File: config.mk
export PLATFORM = sky130hd
export DESIGN_NAME = core_mem_cycler
export DESIGN_NICKNAME = d
export VERILOG_FILES = /design/src/rtl/mcc_pkg.sv /design/src/rtl/mcc_sync.sv /design/src/rtl/mcc_timer.sv /design/src/rtl/mcc_errreg.sv /design/src/rtl/core_mem_cycler.sv
export SDC_FILE = /design/constraint.sdc
export NUM_CORES = 1
export LEC_CHECK = 0
export BUFFER_PORTS_ARGS = -buffer_cell sky130_fd_sc_hd__buf_2
export CORE_ASPECT_RATIO = 0.75
export CORE_MARGIN = 4
export CORE_UTILIZATION = 25
export CTS_CLUSTER_SIZE = 40
export DETAILED_ROUTE_END_ITERATION = 12
export PLACE_DENSITY_LB_ADDON = 0.25
export RECOVER_POWER = 100
export SYNTH_ARGS = -nofsm -noshare
export SYNTH_HDL_FRONTEND = slang
export SYNTH_SLANG_ARGS = --single-unit
File: constraint.sdc
create_clock -name clk -period 3.32 [get_ports clk]
set_input_delay 0.166 -clock clk [delete_from_list [all_inputs] [get_ports clk]]
set_output_delay 0.166 -clock clk [all_outputs]
set_load 0.02 [all_outputs]
File: src/rtl/mcc_pkg.sv
package mcc_pkg;

    typedef enum logic [1:0] {
        OP_RDRS = 2'd0,
        OP_CLRW = 2'd1,
        OP_RMW  = 2'd2,
        OP_DIAG = 2'd3
    } op_e;

    typedef enum logic [2:0] {
        S_IDLE = 3'd0,
        S_WORD = 3'd1,
        S_BREQ = 3'd2,
        S_BREL = 3'd3,
        S_MODW = 3'd4
    } st_e;

    localparam int ERR_W    = 5;
    localparam int E_NXM    = 0;
    localparam int E_APE    = 1;
    localparam int E_RDP    = 2;
    localparam int E_WDP    = 3;
    localparam int E_RML    = 4;
    localparam int LOOP_BIT = 8;

endpackage

File: src/rtl/mcc_sync.sv
module mcc_sync #(
    parameter int STAGES = 2
) (
    input  logic clk,
    input  logic rst_n,
    input  logic din,
    output logic dout
);
    logic [STAGES-1:0] sh_q;
    logic [STAGES-1:0] sh_d;

    always_comb begin
        sh_d = {sh_q[STAGES-2:0], din};
    end

    always_ff @(posedge clk or negedge rst_n) begin
        if (!rst_n) sh_q <= '0;
        else        sh_q <= sh_d;
    end

    assign dout = sh_q[STAGES-1];
endmodule

File: src/rtl/mcc_timer.sv
module mcc_timer #(
    parameter int LIMIT = 32
) (
    input  logic clk,
    input  logic rst_n,
    input  logic run,
    output logic expired
);
    localparam int CNT_W = $clog2(LIMIT + 1);

    logic [CNT_W-1:0] cnt_q;
    logic [CNT_W-1:0] cnt_d;

    always_comb begin
        cnt_d = run ? cnt_q + 1'b1 : '0;
    end

    always_ff @(posedge clk or negedge rst_n) begin
        if (!rst_n) cnt_q <= '0;
        else        cnt_q <= cnt_d;
    end

    // request has waited its full window in this cycle
    assign expired = run && (cnt_q == CNT_W'(LIMIT - 1));
endmodule

File: src/rtl/mcc_errreg.sv
module mcc_errreg
    import mcc_pkg::*;
(
    input  logic             clk,
    input  logic             rst_n,
    input  logic [ERR_W-1:0] set_mask,
    input  logic [ERR_W-1:0] clr_mask,
    input  logic             loop_wr,
    input  logic             loop_val,
    output logic [ERR_W-1:0] err_q,
    output logic             loop_q
);
    logic [ERR_W-1:0] err_d;
    logic             loop_d;

    always_comb begin
        err_d  = (err_q & ~clr_mask) | set_mask;
        loop_d = loop_wr ? loop_val : loop_q;
    end

    always_ff @(posedge clk or negedge rst_n) begin
        if (!rst_n) begin
            err_q  <= '0;
            loop_q <= 1'b0;
        end else begin
            err_q  <= err_d;
            loop_q <= loop_d;
        end
    end
endmodule

File: src/rtl/core_mem_cycler.sv
module core_mem_cycler
    import mcc_pkg::*;
#(
    parameter int DATA_W      = 36,
    parameter int ADDR_W      = 22,
    parameter int LEN_W       = 2,
    parameter int NXM_LIMIT   = 32,
    parameter int SYNC_STAGES = 2
) (
    input  logic              clk,
    input  logic              rst_n,
    input  logic              cpu_req,
    input  logic [1:0]        cpu_op,
    input  logic [ADDR_W-1:0] cpu_addr,
    input  logic              cpu_apar,
    input  logic [LEN_W-1:0]  cpu_len,
    input  logic [DATA_W-1:0] cpu_wdata,
    input  logic              cpu_wpar,
    input  logic              cpu_mvalid,
    output logic              cpu_ready,
    output logic              cpu_rvalid,
    output logic [DATA_W-1:0] cpu_rdata,
    output logic              cpu_rpar,
    output logic              cpu_wtake,
    output logic              cpu_done,
    output logic              cpu_err,
    output logic              mem_req,
    output logic              mem_we,
    output logic [ADDR_W-1:0] mem_addr,
    output logic              mem_apar,
    output logic [DATA_W-1:0] mem_wdata,
    output logic              mem_wpar,
    input  logic              mem_ack,
    input  logic [DATA_W-1:0] mem_rdata,
    input  logic              mem_rpar
);
    typedef struct packed {
        st_e               st;
        op_e               op;
        logic [ADDR_W-1:0] addr;
        logic [LEN_W-1:0]  cnt;
        logic              we;
        logic [DATA_W-1:0] wbuf;
        logic              bpar;
        logic [DATA_W-1:0] lbuf;
        logic              lpar;
        logic              rvalid;
        logic [DATA_W-1:0] rdata;
        logic              rpar;
        logic              wtake;
        logic              done;
        logic              err;
        logic              cerr;
    } regs_t;

    regs_t r_q, r_d;

    logic [ERR_W-1:0]  set_mask, clr_mask;
    logic              loop_wr, loop_val;
    logic [ERR_W-1:0]  err_bits;
    logic              loop_on;
    logic              ack_s;
    logic              nxm_hit;
    logic              run_timer;
    logic [DATA_W-1:0] status;
    op_e               req_op;
    logic              adv, fin, fin_err;
    logic              apar_ok, wpar_ok, rpar_ok;

    mcc_sync #(.STAGES(SYNC_STAGES)) u_sync (
        .clk  (clk),
        .rst_n(rst_n),
        .din  (mem_ack),
        .dout (ack_s)
    );

    assign run_timer = (r_q.st == S_BREQ) && !ack_s;

    mcc_timer #(.LIMIT(NXM_LIMIT)) u_timer (
        .clk    (clk),
        .rst_n  (rst_n),
        .run    (run_timer),
        .expired(nxm_hit)
    );

    mcc_errreg u_err (
        .clk     (clk),
        .rst_n   (rst_n),
        .set_mask(set_mask),
        .clr_mask(clr_mask),
        .loop_wr (loop_wr),
        .loop_val(loop_val),
        .err_q   (err_bits),
        .loop_q  (loop_on)
    );

    assign req_op  = op_e'(cpu_op);
    assign apar_ok = ((~^cpu_addr) == cpu_apar);
    assign wpar_ok = ((~^cpu_wdata) == cpu_wpar);
    assign rpar_ok = ((~^mem_rdata) == mem_rpar);

    always_comb begin
        status                  = '0;
        status[ERR_W-1:0]       = err_bits;
        status[LOOP_BIT]        = loop_on;
    end

    always_comb begin
        r_d        = r_q;
        r_d.rvalid = 1'b0;
        r_d.wtake  = 1'b0;
        r_d.done   = 1'b0;
        r_d.err    = 1'b0;
        set_mask   = '0;
        clr_mask   = '0;
        loop_wr    = 1'b0;
        loop_val   = 1'b0;
        adv        = 1'b0;
        fin        = 1'b0;
        fin_err    = 1'b0;

        unique case (r_q.st)
            S_IDLE: begin
                if (cpu_req) begin
                    r_d.cerr = 1'b0;
                    if (req_op == OP_DIAG) begin
                        if (cpu_addr[0]) begin
                            clr_mask = cpu_wdata[ERR_W-1:0];
                            loop_wr  = 1'b1;
                            loop_val = cpu_wdata[LOOP_BIT];
                        end else begin
                            r_d.rvalid = 1'b1;
                            r_d.rdata  = status;
                            r_d.rpar   = ~^status;
                        end
                        fin = 1'b1;
                    end else if (!apar_ok) begin
                        set_mask[E_APE] = 1'b1;
                        fin     = 1'b1;
                        fin_err = 1'b1;
                    end else if (req_op == OP_RMW && cpu_len != '0) begin
                        set_mask[E_RML] = 1'b1;
                        fin     = 1'b1;
                        fin_err = 1'b1;
                    end else begin
                        r_d.op   = req_op;
                        r_d.addr = cpu_addr;
                        r_d.cnt  = cpu_len;
                        r_d.st   = S_WORD;
                    end
                end
            end

            S_WORD: begin
                if (r_q.op == OP_CLRW) begin
                    r_d.wtake = 1'b1;
                    if (!wpar_ok) begin
                        set_mask[E_WDP] = 1'b1;
                        fin     = 1'b1;
                        fin_err = 1'b1;
                    end else if (loop_on) begin
                        r_d.lbuf   = cpu_wdata;
                        r_d.lpar   = cpu_wpar;
                        r_d.rvalid = 1'b1;
                        r_d.rdata  = cpu_wdata;
                        r_d.rpar   = cpu_wpar;
                        adv        = 1'b1;
                    end else begin
                        r_d.wbuf = cpu_wdata;
                        r_d.bpar = cpu_wpar;
                        r_d.we   = 1'b1;
                        r_d.st   = S_BREQ;
                    end
                end else if (loop_on) begin
                    r_d.rvalid = 1'b1;
                    r_d.rdata  = r_q.lbuf;
                    r_d.rpar   = r_q.lpar;
                    if (r_q.op == OP_RMW) r_d.st = S_MODW;
                    else                  adv    = 1'b1;
                end else begin
                    r_d.we = 1'b0;
                    r_d.st = S_BREQ;
                end
            end

            S_BREQ: begin
                if (ack_s) begin
                    if (!r_q.we) begin
                        r_d.wbuf   = mem_rdata;
                        r_d.bpar   = mem_rpar;
                        r_d.rvalid = 1'b1;
                        r_d.rdata  = mem_rdata;
                        r_d.rpar   = mem_rpar;
                        if (!rpar_ok) begin
                            set_mask[E_RDP] = 1'b1;
                            r_d.cerr        = 1'b1;
                        end
                    end
                    r_d.st = S_BREL;
                end else if (nxm_hit) begin
                    set_mask[E_NXM] = 1'b1;
                    fin     = 1'b1;
                    fin_err = 1'b1;
                end
            end

            S_BREL: begin
                if (!ack_s) begin
                    if (!r_q.we) begin
                        if (r_q.op == OP_RDRS) begin
                            r_d.we = 1'b1;
                            r_d.st = S_BREQ;
                        end else begin
                            r_d.st = S_MODW;
                        end
                    end else begin
                        adv = 1'b1;
                    end
                end
            end

            S_MODW: begin
                if (cpu_mvalid) begin
                    r_d.wtake = 1'b1;
                    if (!wpar_ok) begin
                        set_mask[E_WDP] = 1'b1;
                        fin     = 1'b1;
                        fin_err = 1'b1;
                    end else if (loop_on) begin
                        r_d.lbuf = cpu_wdata;
                        r_d.lpar = cpu_wpar;
                        fin      = 1'b1;
                        fin_err  = r_q.cerr;
                    end else begin
                        r_d.wbuf = cpu_wdata;
                        r_d.bpar = cpu_wpar;
                        r_d.we   = 1'b1;
                        r_d.st   = S_BREQ;
                    end
                end
            end

            default: r_d.st = S_IDLE;
        endcase

        if (adv) begin
            if (r_q.cnt == '0) begin
                fin     = 1'b1;
                fin_err = r_d.cerr;
            end else begin
                r_d.cnt  = r_q.cnt - 1'b1;
                r_d.addr = r_q.addr + 1'b1;
                r_d.st   = S_WORD;
            end
        end

        if (fin) begin
            r_d.st   = S_IDLE;
            r_d.done = 1'b1;
            r_d.err  = fin_err;
        end
    end

    always_ff @(posedge clk or negedge rst_n) begin
        if (!rst_n) r_q <= '0;
        else        r_q <= r_d;
    end

    assign cpu_ready  = (r_q.st == S_IDLE);
    assign cpu_rvalid = r_q.rvalid;
    assign cpu_rdata  = r_q.rdata;
    assign cpu_rpar   = r_q.rpar;
    assign cpu_wtake  = r_q.wtake;
    assign cpu_done   = r_q.done;
    assign cpu_err    = r_q.err;
    assign mem_req    = (r_q.st == S_BREQ);
    assign mem_we     = r_q.we;
    assign mem_addr   = r_q.addr;
    assign mem_apar   = ~^r_q.addr;
    assign mem_wdata  = r_q.wbuf;
    assign mem_wpar   = r_q.bpar;
endmodule

Word-level counts from Yosys, hierarchy flattened:

Cells that the tools add are included.

* bits in registers: 160
* bits in latches: 0
* RAM bits: 0
* ROM bits: 0
* input port bits: 106
* memories: 0

* add/subtract/negate cells: 3
* multiply operators: 0
* divide/modulo/power cells: 0
* magnitude comparators: 0
* eq/ne operators: 26
* shift-type cells: 0
* multiplexer cells: 112
* bitwise logic cells: 5
* reduce and logical (&&, ||, !) cells: 22

Operators by type and width (count)
* $mux 38: 8
* $mux 75: 3
* $mux 29: 4
* $pmux 38 s3: 1
* $mux 113: 1
* $mux 37: 3
* $pmux 37 s3: 1
* $reduce_xnor 36->1: 3
* $mux 74: 1
* $pmux 37 s2: 1
* $mux 24: 3
* $mux 1: 59
* $reduce_xnor 22->1: 2
* $mux 3: 13
* $add 22x1->22 const B: 1
* $mux 5: 4
* $ne 2x2->1 const B: 8
* $pmux 3 s5: 1
* $reduce_and 7->1: 2
* $reduce_bool 3->1: 3
* $ne 2x1->1 const B: 4
* $pmux 1 s2: 4
* $pmux 1 s4: 2
* $reduce_and 8->1: 1
* 24 further kinds: 35

Depth between registers and ports, before layout:

Gate-level depths: netlist of run 1.

* depth in word-level cells: 10
* depth in mapped cells: 11

By module:

A second synthesis of run 1 with hierarchy kept.

* cells, all modules: 1023
* area, all modules: 9947.0 um2

Modules (own cells, without submodules)
* core_mem_cycler: times used 1, cells an instance 981, area each 9406.5 um2, sequential area each 3653.5 um2
* mcc_timer: times used 1, cells an instance 23, area each 269.0 um2, sequential area each 150.1 um2
* mcc_errreg: times used 1, cells an instance 17, area each 221.5 um2, sequential area each 150.1 um2
* mcc_sync: times used 1, cells an instance 2, area each 50.0 um2, sequential area each 50.0 um2

Worst setup path before layout of run 1:

No wires, ideal clock.

* path type: register to register
* start: register r_q[144] (netlist bit)
* end: register r_q (netlist bit cpu_rdata[0])
* library setup time: 0.141 ns
* arrival: 2.723 ns
* path slack: 0.456 ns
* stages on the path, launching flop included: 10
* path through: dfrtp_1 -> clkbuf_1 -> nor3_1 -> nand2_1 -> nor3_1 -> nor2_1 -> o21ai_1 -> buf_2 -> buf_1 -> a31oi_1

* word-level cells in the longest chain between the ends: 3

RTL lines
* start, declared: line core_mem_cycler.sv:56 `regs_t r_q, r_d;`
* start signal, assigned: line core_mem_cycler.sv:266 `else r_q <= r_d;`
* $logic_not 3->1 *
* named net cpu_ready: line core_mem_cycler.sv:20 `output logic cpu_ready,`
* $ne 2x1->1 (no source line), or another cell as far along
* $reduce_and 8->1 (no source line)

The timed path passes the listed nets; every way through them passes the cells marked *.
A chain may end at the register's enable or synchronous reset.

Worst setup path in the final report of run 1:

* start: register r_q[144] (netlist bit)
* end: output mem_req

* word-level cells in the longest chain between the ends: 1

RTL lines
* $eq 3x2->1: line core_mem_cycler.sv:276 `assign mem_req = (r_q.st == S_BREQ);`
* end, declared: line core_mem_cycler.sv:27 `output logic mem_req,`

No other way between the ends.

==> results.tsv, run 1 <==
stage	metric	value	unit
min_path	Hold WC Path Type	primary input to register	
min_path	Worst Hold Path Cells	2	
placed_design	dpl cells	1511	
detailed_routing	WL met1	15000	µm
status	failing checks	capacitance limit, slew limit	
sta	worst slew pin tran	2.16	ns
clock_network	TritonCTS Buffers	17	
detailed_routing	Initial DRC Count	847	
sta	max-slew violation count	79	
setup_path	crit path DAT	2.86	ns
global_routing	vias in the first global route	7388	
global_routing	largest net degree at the start of global routing	80	
pwr	VDD IR max	0.405	mV
setup_path	reg2reg path depth	9	
die	initial core utilization	25.3	%
die	# IOs	210	
sta	post-layout minimum cycle time	3.03	ns
detailed_routing	first drt pass iteration count	5	
setup_path	Worst setup SP type	register	
detailed_routing	metal2 WL	13900	µm
placed_design	routability cong.	0.821	
synthesis	Avg Cell Area, Syn	10.1	µm²
synthesis	compound-cell area share of the yosys netlist	19.4	%
layout	# fillers	3993	
pwr	power per cell area	1040	mW/mm²
synthesis	Async S/R FF share, synth	100	%
die	Die Ht	175	µm
die	Die ar.	0.0405	mm²
synthesis	Mapped Cells	922	
setup_path	crit path max fanout	38	
synthesis	Post-synth EDFFs	0	
detailed_routing	WL met3	1890	µm
synthesis	register area share after synthesis	42.9	%
detailed_routing	Vias/cell	4.85	
detailed_routing	Top Metal Used	met4	
layout	Reg area	0.00400	mm²
sta	# setup viols final	0	
detailed_routing	Post-DRT Antenna Nets	0	
clock_network	htree depth	4	
synthesis	mux cell area share after synthesis	4.92	%
placed_design	Port Buffers	209	
synthesis	Synth Register Bits	160	
detailed_routing	Via Count	7540	
global_routing	Total GRT Usage	15.1	%
synthesis	largest family of logic cells by synthesized area	compound AO/OA/AOI/OAI gates	
clock_network	CTS Buffer Depth	2	
synthesis	Yosys cell types	59	
sta	RSZ-0062 raised after global routing	false	
clock_network	clock-pin slew on the worst setup and hold paths	0.07	ns
sta	Final period util	91.2	%
layout	non-filler cells, final	1555	
synthesis	Syn. warnings	0	
clock_network	CTS Root Cell	clkbuf_16	
global_routing	overflow left after global routing	0	
sta	setup_tns	0	ns
global_routing	global-route wire length before repair	47200	µm
run	Max Cap Viol	1	
clock_network	clk sink count	160	
layout	Net count, final	1151	
placed_design	Post-Place Worst Slack	0.400	ns
setup_path	Critical Path Sink Type	primary output	
clock_network	postcts setup bufs	0	
setup_path	Required @ worst endpoint	3.15	ns
synthesis	top-area cell type share of the netlist area	42.9	%
sta	Final Hold Fails	0	
layout	area grow syn2layout	15.5	%
detailed_routing	DRC errors left	0	
synthesis	ys flop type	dfrtp_1	
synthesis	ranking of synthesized cells by area	dfrtp_1 (43%), xnor2_1 (8.3%), buf_4 (8.2%)	
sta	FMAX	0.330	GHz
placed_design	detailed placement HPWL	22300	µm
synthesis	cell area after synthesis	0.00934	mm²
synthesis	Net Count, Synth	1039	
sta	Final WS setup	0.291	ns
status	outcome	finished, violations left	
layout	Multi-input gate area	0.00432	mm²
sta	worst rel slew slack	-44.2	%
die	Die X-Extent	231	µm
synthesis	Simple-Gate Fraction of Synth Area	9.16	%
clock_network	CTS tree	done	
pwr	leak pwr	4.36	nW
clock_network	Clk Latency, worst-skew pair	0.43	ns
synthesis	XOR/XNOR Fraction of Synth Area	11.0	%
die	row count	61	
layout	ratio of cells with drive above 1 in the final layout	18.7	%
setup_path	Setup Crit Path Kind	register to primary output	
synthesis	Yosys top cell by area	dfrtp_1	
synthesis	Synth Area in Adders	1.47	%
detailed_routing	DRT Wirelength	31200	µm
die	core area	0.0369	mm²
detailed_routing	Avg WL per Cell	20.1	µm
global_routing	initial antenna violation count	4	
sta	Clock Skew	0.0113	ns
per-layer routing:
metal	vias up	track usage, %
met5	-	0
met4	0	3.93
met3	22	3.36
met2	241	21.9
met1	3774	22.5
li1	3503	-
Yosys cell counts (10+ instances only):
cell type,number
nand2_1,44
mux2_2,29
a21oi_1,58
nor2_1,68
a22oi_1,37
ha_1,11
mux2_1,10
dfrtp_1,160
inv_1,20
a222oi_1,37
nor3_1,14
o2bb2ai_1,37
o22ai_1,18
xnor2_1,89
and3_1,11
nand3_1,11
clkbuf_1,34
buf_4,102
o21ai_0,23
xor2_1,13
stage by stage:
| step | util (%) | instance area [µm²] | hold WS (ns) | power (mW) |
|---|---|---|---|---|
| 6_report | 29.2 | 10800 | 0.0173 | 11.3 |
| 5_1_grt | 29.2 | 10800 | 0.00298 | 12.0 |
| 4_1_cts | 29.7 | 11000 | 0.00192 | 11.6 |
| 3_5_place_dp | 28.0 | 10300 | 0.282 | 9.59 |
| 3_3_place_gp | 28.0 | 10300 | 0.279 | 9.53 |
| 2_1_floorplan | - | 9340 | -0.130 | 8.18 |
area by class of cell:
class                   count  share of cell area (%)
flip-flops and latches    160                    37.1
well taps                 504                    5.84
multi-input cells         594                    40.0
clock inverters            14                    1.12
diodes                      4                  0.0928
repair buffers            241                    11.2
clock buffers              18                    3.98
inverters                  20                   0.696
state kept, by name, summed over array words and instances, names as in the netlist, 2 cells and up:
| name | count |
|---|---|
| u_sync.sh_q | 2 |
| cpu_rdata | 36 |
| mem_addr | 22 |
| u_err.err_q | 5 |
| u_timer.cnt_q | 6 |
| r_q | 45 |
| mem_wdata | 36 |
cells in the final DEF (no fill, tap or decap), drive strengths merged, types with 7 or more instances in the layout:
master         n
nand2b         7
nand2         44
and3          11
mux2          39
o2bb2ai       37
nor2          68
buf          116
xnor2         90
dlygate4sd3    8
dfrtp        160
o22ai         18
o21ai         25
a22oi         37
nor3          15
nand3         11
ha            11
xor2          13
a31oi          8
inv           28
a21oi         58
clkbuf       135
a222oi        37
report_power, final:
group          switching [mW]  internal (mW)  total (mW)
Sequential              0.696           2.80        3.50
Combinational            3.66           2.17        5.83
Clock                   0.947          0.986        1.93
Total                    5.30           5.96        11.3
cell families after synthesis:
| logic type | count (synthesis) |
|---|---|
| compound gates | 252 |
| simple gates | 182 |
| buf+inv | 168 |
| flops | 160 |
| xor+xnor | 108 |
| mux | 41 |
| fa+ha+maj | 11 |
path summary, 6_finish.rpt:
| check | start | to | slack [ns] |
|---|---|---|---|
| worst max register to register | r_q[144] | mem_wdata[22] | 0.36 |
| worst min register to register | u_sync.sh_q[0] | u_sync.sh_q[1] | 0.35 |
| max in group asynchronous | rst_n | mem_wdata[20] | 0.87 |
| worst min-delay path | cpu_wdata[9] | r_q[52] | 0.02 |
| min in group asynchronous | rst_n | mem_wdata[17] | 0.89 |
| worst max-delay path | r_q[144] | mem_req | 0.29 |
repair_timing:
item / in CTS / in global routing
hold endpoints to repair: 83 / 0
gates resized for setup: 0 / 0
hold buffers: 8 / 0
critical path, stage by stage (launching register included):
cell	delay [ns]
dfrtp_1	0.34
clkbuf_1	0.39
nand2b_1	0.15
or2_2	0.35
inv_1	0.07
clkbuf_2	0.81
buf_2	0.32
No activity file was read; power rests on OpenSTA's default activity.
==> run 2: changes to the inputs <==
--- a/config.mk
+++ b/config.mk
@@ -6,6 +6,7 @@
 export NUM_CORES = 1
 export LEC_CHECK = 0
 export BUFFER_PORTS_ARGS = -buffer_cell sky130_fd_sc_hd__buf_2
+export CAP_MARGIN = 5
 export CORE_ASPECT_RATIO = 0.75
 export CORE_MARGIN = 4
 export CORE_UTILIZATION = 25
==> constraint.sdc (replaced) <==
create_clock -name clk -period 3.2 [get_ports clk]
set_input_delay 0.16 -clock clk [delete_from_list [all_inputs] [get_ports clk]]
set_output_delay 0.16 -clock clk [all_outputs]
set_load 0.02 [all_outputs]
==> results.tsv, run 2 (synthesis gave the netlist of run 1 again) <==
stage	metric	value	unit	change
placed_design	routability cong.	0.802		-2.4%
global_routing	overflow left after global routing	0		unchanged
placed_design	Post-Place Worst Slack	0.373	ns	-0.0271 ns
min_path	Hold WC Path Type	primary input to register		
clock_network	TritonCTS Buffers	17		unchanged
pwr	switching part of the total	46.4	%	-0.60 points
setup_path	Reg2Reg Setup Slack	0.27	ns	-0.09 ns
die	row count	61		unchanged
sta	Final Hold Fails	0		unchanged
setup_path	crit path max fanout	20		-47%
sta	Clock Skew	0.0128	ns	+0.00151 ns
die	Die X-Extent	231	µm	unchanged
layout	most frequent cells in the layout	dfrtp_1 (160), clkbuf_1 (108), buf_2 (104), xnor2_1 (90), nor2_1 (67)		
layout	most common cell after layout, fill and taps aside	dfrtp_1		
setup_path	Setup Crit Path Kind	primary input to register		
clock_network	Clk Latency, worst-skew pair	0.43	ns	about the same
placed_design	DP Area	0.0104	mm²	+0.32%
global_routing	initial antenna violation count	2		-2
clock_network	postcts setup bufs	0		unchanged
layout	ratio of cells with drive above 1 in the final layout	19.1	%	+0.42 points
sta	RSZ-0062 raised after global routing	false		
global_routing	largest net degree at the start of global routing	71		-11%
detailed_routing	Vias/cell	4.82		-0.51%
layout	Final Cell Area	0.0109	mm²	+0.72%
sta	setup_tns	0	ns	unchanged
run	Max Cap Viol	1		unchanged
setup_path	crit path DAT	3.33	ns	+0.47 ns
setup_path	Worst setup SP type	primary input		
clock_network	CTS Root Cell	clkbuf_16		
status	failing checks	capacitance limit, slew limit		
min_path	Hold EP	r_q[50]		
sta	# setup viols final	0		unchanged
die	Die Ht	175	µm	unchanged
layout	area grow syn2layout	16.4	%	
min_path	hold path startpoint	cpu_wdata[7]		
global_routing	Total GRT Usage	15.1	%	about the same
pwr	register share of total power	31.0	%	about the same
placed_design	Port Buffers	209		unchanged
sta	worst rel slew slack	-13.0	%	+31 points
detailed_routing	DRC errors left	0		unchanged
sta	Final period util	93.4	%	
layout	# fillers	3982		-0.28%
sta	worst slew pin tran	1.69	ns	-0.468 ns
layout	max FFs per register	45		unchanged
die	Die ar.	0.0405	mm²	unchanged
clock_network	htree depth	4		unchanged
layout	Net count, final	1154		+0.26%
setup_path	RR Startpoint	r_q[144]		
clock_network	CTS Buffer Depth	2		unchanged
sta	post-layout minimum cycle time	2.99	ns	
detailed_routing	Avg WL per Cell	20.1	µm	about the same
detailed_routing	Via Count	7506		-0.45%
pwr	Int Pwr	6.29	mW	+5.4%
clock_network	clock-pin slew on the worst setup and hold paths	0.07	ns	about the same
pwr	Power Total	11.7	mW	+4.2%
min_path	Worst Hold Path Cells	2		unchanged
clock_network	clk sink count	160		unchanged
global_routing	global-route wire length before repair	47200	µm	about the same
clock_network	CTS tree	done		
pwr	Clock Power Share	17.7	%	+0.5 points
pwr	VDD IR max	0.585	mV	+45%
setup_path	reg2reg path depth	7		-2
detailed_routing	first drt pass iteration count	9		+4
sta	FMAX	0.335	GHz	
pwr	sw power	5.45	mW	+2.9%
die	initial core utilization	25.3	%	unchanged
detailed_routing	Post-DRT Antenna Nets	0		unchanged
status	outcome	finished, violations left		
setup_path	Critical R2R Capture	cpu_rdata[10]		
detailed_routing	Initial DRC Count	682		-19%
die	core area	0.0369	mm²	unchanged
pwr	leak pwr	4.41	nW	+1.2%
pwr	power per cell area	1080	mW/mm²	+3.5%
global_routing	vias in the first global route	7231		-2.1%
setup_path	Critical Path Sink Type	register		
setup_path	Required @ worst endpoint	3.54	ns	+0.39 ns
die	# IOs	210		unchanged
sta	Final WS setup	0.211	ns	-0.0798 ns
placed_design	detailed placement HPWL	22200	µm	-0.52%
layout	register name with the most flops	r_q		
sta	max-slew violation count	59		-25%
pwr	Combinational Power Share	51.4	%	-0.4 points
detailed_routing	DRT Wirelength	31300	µm	about the same
-- run 2: cell count changes in the layout (fill, tap and decap cells not counted), sizes merged --
cell,before,now
clkinvlp,4,1
bufinv,0,1
diode,4,2
dlygate4sd3,8,10
buf,116,120
clkinv,2,3
inv,28,29
clkbuf,135,132
-- run 2: worst max-delay path by stage --
stage	slack [ns]	cells after the start	from	end
after global routing	0.1	7	r_q[144]	cpu_rdata[7]
final	0.21	11	cpu_wdata[12]	mem_addr[11]
after detailed placement	0.37	10	cpu_wdata[18]	mem_addr[0]
after global placement	0.34	10	cpu_wdata[18]	mem_addr[0]
after floorplan	0.34	9	r_q[144]	cpu_rdata[0]
after CTS	0.37	12	cpu_wdata[12]	mem_wdata[10]
-- run 2: power by group through the flow --
stage | clock (mW) | sequential (mW) | combinational, mW
after global routing | 2.22 | 3.76 | 6.56
after floorplan | 0 | 3.43 | 5.04
after CTS | 2.14 | 3.61 | 6.35
final | 2.07 | 3.63 | 6.03
after global placement | 0 | 3.64 | 6.25
after detailed placement | 0 | 3.64 | 6.31
-- run 2: area by class of cell --
| type | instances | area [µm²] | share of cell area (%) |
|---|---|---|---|
| repair buffers | 244 | 1260 | 11.6 |
| flip-flops and latches | 160 | 4000 | 36.8 |
| multi-input cells | 594 | 4330 | 39.8 |
| diodes | 2 | 5.00 | 0.0461 |
| clock inverters | 14 | 143 | 1.31 |
| clock buffers | 18 | 429 | 3.95 |
| inverters | 20 | 75.1 | 0.691 |
| well taps | 504 | 631 | 5.80 |
-- run 2: stage by stage --
| stage | hold WS, ns | std cells | util (%) |
|---|---|---|---|
| 2_1_floorplan | -0.136 | 922 | - |
| 3_3_place_gp | 0.199 | 1512 | 28.1 |
| 3_5_place_dp | 0.197 | 1512 | 28.1 |
| 4_1_cts | 0.00143 | 1554 | 29.9 |
| 5_1_grt | 0.00885 | 1555 | 29.4 |
| 6_report | 0.0225 | 1556 | 29.4 |
-- run 2: worst max-delay path, cell delays in order --
cell and delay (ns):
dlygate4sd3_1 0.54, buf_2 0.15, xnor2_1 0.22, xnor2_1 0.19
xnor2_1 0.19, xnor3_1 0.51, mux2i_1 0.22, o211ai_1 0.29
clkbuf_2 0.44, o21ai_0 0.17, a211oi_1 0.24
-- run 2: metal layers --
| metal | global-route usage [%] | part of all wire [%] | wire length [µm] |
|---|---|---|---|
| met1 | 22.8 | 49 | 15200 |
| met2 | 21.9 | 44 | 13800 |
| met3 | 3.08 | 5.7 | 1770 |
| met4 | 3.73 | 1.5 | 458 |
| met5 | 0 | 0 | 0 |
-- run 2: timing repair --
item | in CTS | in global routing
hold buffers | 10 | 0
hold endpoints to repair | 65 | 0
resized for setup | 0 | 0
==> run 3: changes to the inputs <==
--- a/config.mk
+++ b/config.mk
@@ -16,4 +16,5 @@
 export RECOVER_POWER = 100
 export SYNTH_ARGS = -nofsm -noshare
 export SYNTH_HDL_FRONTEND = slang
+export SYNTH_HIERARCHICAL = 1
 export SYNTH_SLANG_ARGS = --single-unit
==> results.tsv, run 3 <==
stage	metric	value	unit	change
status	outcome	finished, violations left		
status	failing checks	capacitance limit, slew limit		
sta	FMAX	0.316	GHz	-5.5%
layout	most frequent cells in the layout	dfrtp_1 (159), clkbuf_1 (107), nor2_1 (106), nand2_1 (106), buf_2 (103)		
layout	non-filler cells, final	1714		+10%
setup_path	RR Startpoint	r_q[145]		
pwr	sw power	4.97	mW	-8.9%
clock_network	TritonCTS Buffers	17		unchanged
sta	# setup viols final	0		unchanged
layout	register name with the most flops	r_q		
global_routing	overflow left after global routing	0		unchanged
detailed_routing	Post-DRT Antenna Nets	0		unchanged
sta	Clock Skew	0.0192	ns	+0.00631 ns
setup_path	crit path max fanout	36		+80%
sta	Final period util	98.9	%	+5.5 points
clock_network	htree depth	4		unchanged
setup_path	Setup Crit Path Kind	primary input to register		
placed_design	Port Buffers	209		unchanged
pwr	leak pwr	5.11	nW	+16%
global_routing	most used routing layer	met1		
min_path	hold path startpoint	cpu_wdata[16]		
detailed_routing	Vias/cell	4.93		+2.2%
layout	Net count, final	1304		+13%
synthesis	XOR/XNOR Fraction of Synth Area	10.8	%	-0.20 points
die	row count	62		+1.6%
clock_network	CTS Buffer Depth	2		unchanged
synthesis	Synth Area in Adders	1.38	%	-0.090 points
pwr	power per cell area	908	mW/mm²	-16%
detailed_routing	DRT Wirelength	34600	µm	+11%
global_routing	largest net degree at the start of global routing	69		-2.8%
synthesis	Simple-Gate Fraction of Synth Area	12.8	%	+3.6 points
clock_network	CTS Root Cell	clkbuf_16		
placed_design	DP Area	0.0111	mm²	+7.1%
synthesis	largest family of logic cells by synthesized area	compound AO/OA/AOI/OAI gates		
detailed_routing	Initial DRC Count	817		+20%
setup_path	Critical R2R Capture	cpu_rdata[24]		
global_routing	Total GRT Usage	15.7	%	+0.65 points
global_routing	met1 GRT Util	23.8	%	+1.1 points
run	Max Cap Viol	1		unchanged
pwr	register share of total power	30.2	%	-0.8 points
placed_design	dpl cells	1639		+8.4%
sta	worst rel slew slack	-25.2	%	-12 points
detailed_routing	first drt pass iteration count	9		unchanged
pwr	Clock Power Share	19.1	%	+1.4 points
synthesis	Post-synth EDFFs	0		unchanged
sta	Final WS setup	0.0358	ns	-0.176 ns
die	core area	0.0388	mm²	+5.0%
synthesis	Net Count, Synth	1140		+9.7%
pwr	Int Pwr	5.89	mW	-6.4%
min_path	Worst Hold Path Cells	2		unchanged
pwr	switching part of the total	45.8	%	-0.69 points
synthesis	Mapped Cells	1023		+11%
die	Die Ht	181	µm	+3.1%
layout	max FFs per register	45		unchanged
global_routing	initial antenna violation count	3		+1
sta	RSZ-0062 raised after global routing	false		
setup_path	Reg2Reg Setup Slack	0.47	ns	+0.20 ns
setup_path	critical path buffer and inverter count	3		unchanged
synthesis	ranking of synthesized cells by area	dfrtp_1 (40%), xnor2_1 (8.1%), buf_4 (7.1%)		
synthesis	register area share after synthesis	40.3	%	-2.6 points
die	initial core utilization	25.6	%	+0.36 points
setup_path	delay-heaviest family, CP	XOR/XNOR gates		
die	# IOs	210		unchanged
placed_design	detailed placement HPWL	24800	µm	+12%
setup_path	reg2reg path depth	9		+2
synthesis	cell area after synthesis	0.00995	mm²	+6.5%
synthesis	mux cell area share after synthesis	8.18	%	+3.3 points
clock_network	clock-pin slew on the worst setup and hold paths	0.07	ns	about the same
synthesis	top-area cell type share of the netlist area	40.3	%	-2.6 points
setup_path	Critical Path Sink Type	register		
layout	most common cell after layout, fill and taps aside	dfrtp_1		
synthesis	Yosys top cell by area	dfrtp_1		
sta	Final Hold Fails	0		unchanged
synthesis	most common library cells after synthesis	dfrtp_1 (160), nor2_1 (108), nand2_1 (106)		
synthesis	Async S/R FF share, synth	100	%	unchanged
synthesis	compound-cell area share of the yosys netlist	16.3	%	-3.1 points
global_routing	GR Util met3	3.25	%	+0.17 points
global_routing	vias in the first global route	8134		+12%
synthesis	count leader, synth	dfrtp_1		
synthesis	ys flop type	dfrtp_1		
detailed_routing	Avg WL per Cell	20.2	µm	+0.63%
clock_network	clk sink count	160		unchanged
setup_path	CP max-delay cell	dlygate4sd3_1		
placed_design	Post-Place Worst Slack	-0.00646	ns	-0.380 ns
min_path	Hold WC Path Type	primary input to register		
layout	ratio of cells with drive above 1 in the final layout	20.8	%	+1.7 points
synthesis	Avg Cell Area, Syn	9.72	µm²	-4.0%
global_routing	met2 Track Usage GR	22.8	%	+0.95 points
die	Die ar.	0.0431	mm²	+6.2%
layout	Final Cell Area	0.0120	mm²	+10%
pwr	Power Total	10.9	mW	-7.5%
global_routing	global-route wire length before repair	52500	µm	+11%
min_path	Hold EP	mem_wdata[16]		
setup_path	crit path DAT	3.50	ns	+0.17 ns
detailed_routing	Via Count	8452		+13%
layout	final design utilization	30.8	%	+1.4 points
sta	max-slew violation count	68		+15%
clock_network	CTS tree	done		
layout	area grow syn2layout	20.2	%	
synthesis	Synth Register Bits	160		unchanged
pwr	VDD IR max	0.463	mV	-21%
sta	post-layout minimum cycle time	3.16	ns	+0.176 ns
setup_path	Required @ worst endpoint	3.54	ns	about the same
pwr	Combinational Power Share	50.6	%	-0.8 points
setup_path	worst path cell trace	dlygate4sd3_1 -> buf_2 -> xnor2_2 -> xnor2_2 -> xnor3_2 -> xnor2_4 -> xnor2_4 -> a211oi_1 -> o221ai_4 -> a31o_1 -> buf_12 -> a221o_1		
synthesis	Yosys cell types	56		-5.1%
sta	worst slew pin tran	1.88	ns	+0.184 ns
setup_path	Worst setup SP type	primary input		
synthesis	Syn. warnings	6		+6
placed_design	routability cong.	0.861		+7.4%
setup_path	slowest cell delay on critical path	0.54	ns	about the same
clock_network	Clk Latency, worst-skew pair	0.46	ns	+0.03 ns
setup_path	CP Launch Point	cpu_wdata[29]		
die	Die X-Extent	238	µm	+3.1%
detailed_routing	DRC errors left	0		unchanged
[run 3: changes by cell type after synthesis, sizes merged, moves of 6 or more]
cell     previous run  this run
a21oi              58        64
o2bb2ai            37         0
clkbuf             34        28
o221a               0        10
nor2               68       108
nand2              44       106
o22ai              18        12
a22oi              37         6
o21ai              25         6
mux2i               2        37
a221o               0        38
and2                3        16
[run 3: worst max-delay path by stage]
stage          cells past startpoint       endpoint  slack, ns
2_1_floorplan                      9    mem_addr[0]       0.49
3_3_place_gp                      13    mem_addr[3]       0.05
3_5_place_dp                      12  mem_wdata[27]     -0.006
4_1_cts                           14  cpu_rdata[24]       0.05
5_1_grt                           12  mem_wdata[14]      0.006
6_report                          12  mem_wdata[11]       0.04
[run 3: cell type report]
cell class,instances,area (µm²)
antenna,2,5.00
tap,512,641
sequential,160,4010
fill,4141,26800
multi-input combinational,696,4980
clock buffer,17,425
inverter,23,86.3
timing repair buffer,289,1650
clock inverter,15,163
[run 3: what timing repair did]
action	4_1_cts	5_1_grt
endpoints found under the setup margin	0	2
setup buffers	0	6
hold buffers	36	0
gates resized for setup	0	9
endpoints found under the hold margin	111	0
[run 3: kinds of logic (layout without fill, tap and decap cells)]
group,after synthesis,count (layout)
fa+ha+maj,11,11
buf+inv,167,344
flops,160,160
mux,76,76
compound gates,209,209
other cells,0,2
xor+xnor,112,112
simple gates,288,288
[run 3: power by group through the flow]
stage          Sequential (mW)  Clock, mW  Combinational [mW]
2_1_floorplan             3.12          0                4.35
3_3_place_gp              3.29          0                5.52
3_5_place_dp              3.29          0                5.54
4_1_cts                   3.26       2.15                5.59
5_1_grt                   3.38       2.24                5.92
6_report                  3.28       2.07                5.50
[run 3: per-layer routing]
layer / share of wire [%] / vias up
met5: 0 / -
met1: 48 / 4220
met4: 1.5 / 0
met2: 45 / 309
li1: - / 3901
met3: 6.0 / 22
[run 3: metrics by stage]
step | hold slack (ns) | setup TNS, ns
final | 0.0217 | 0
after global routing | 0.00776 | 0
after CTS | 0.000163 | 0
after detailed placement | 0.216 | -0.00646
after global placement | 0.213 | 0
after floorplan | -0.136 | 0
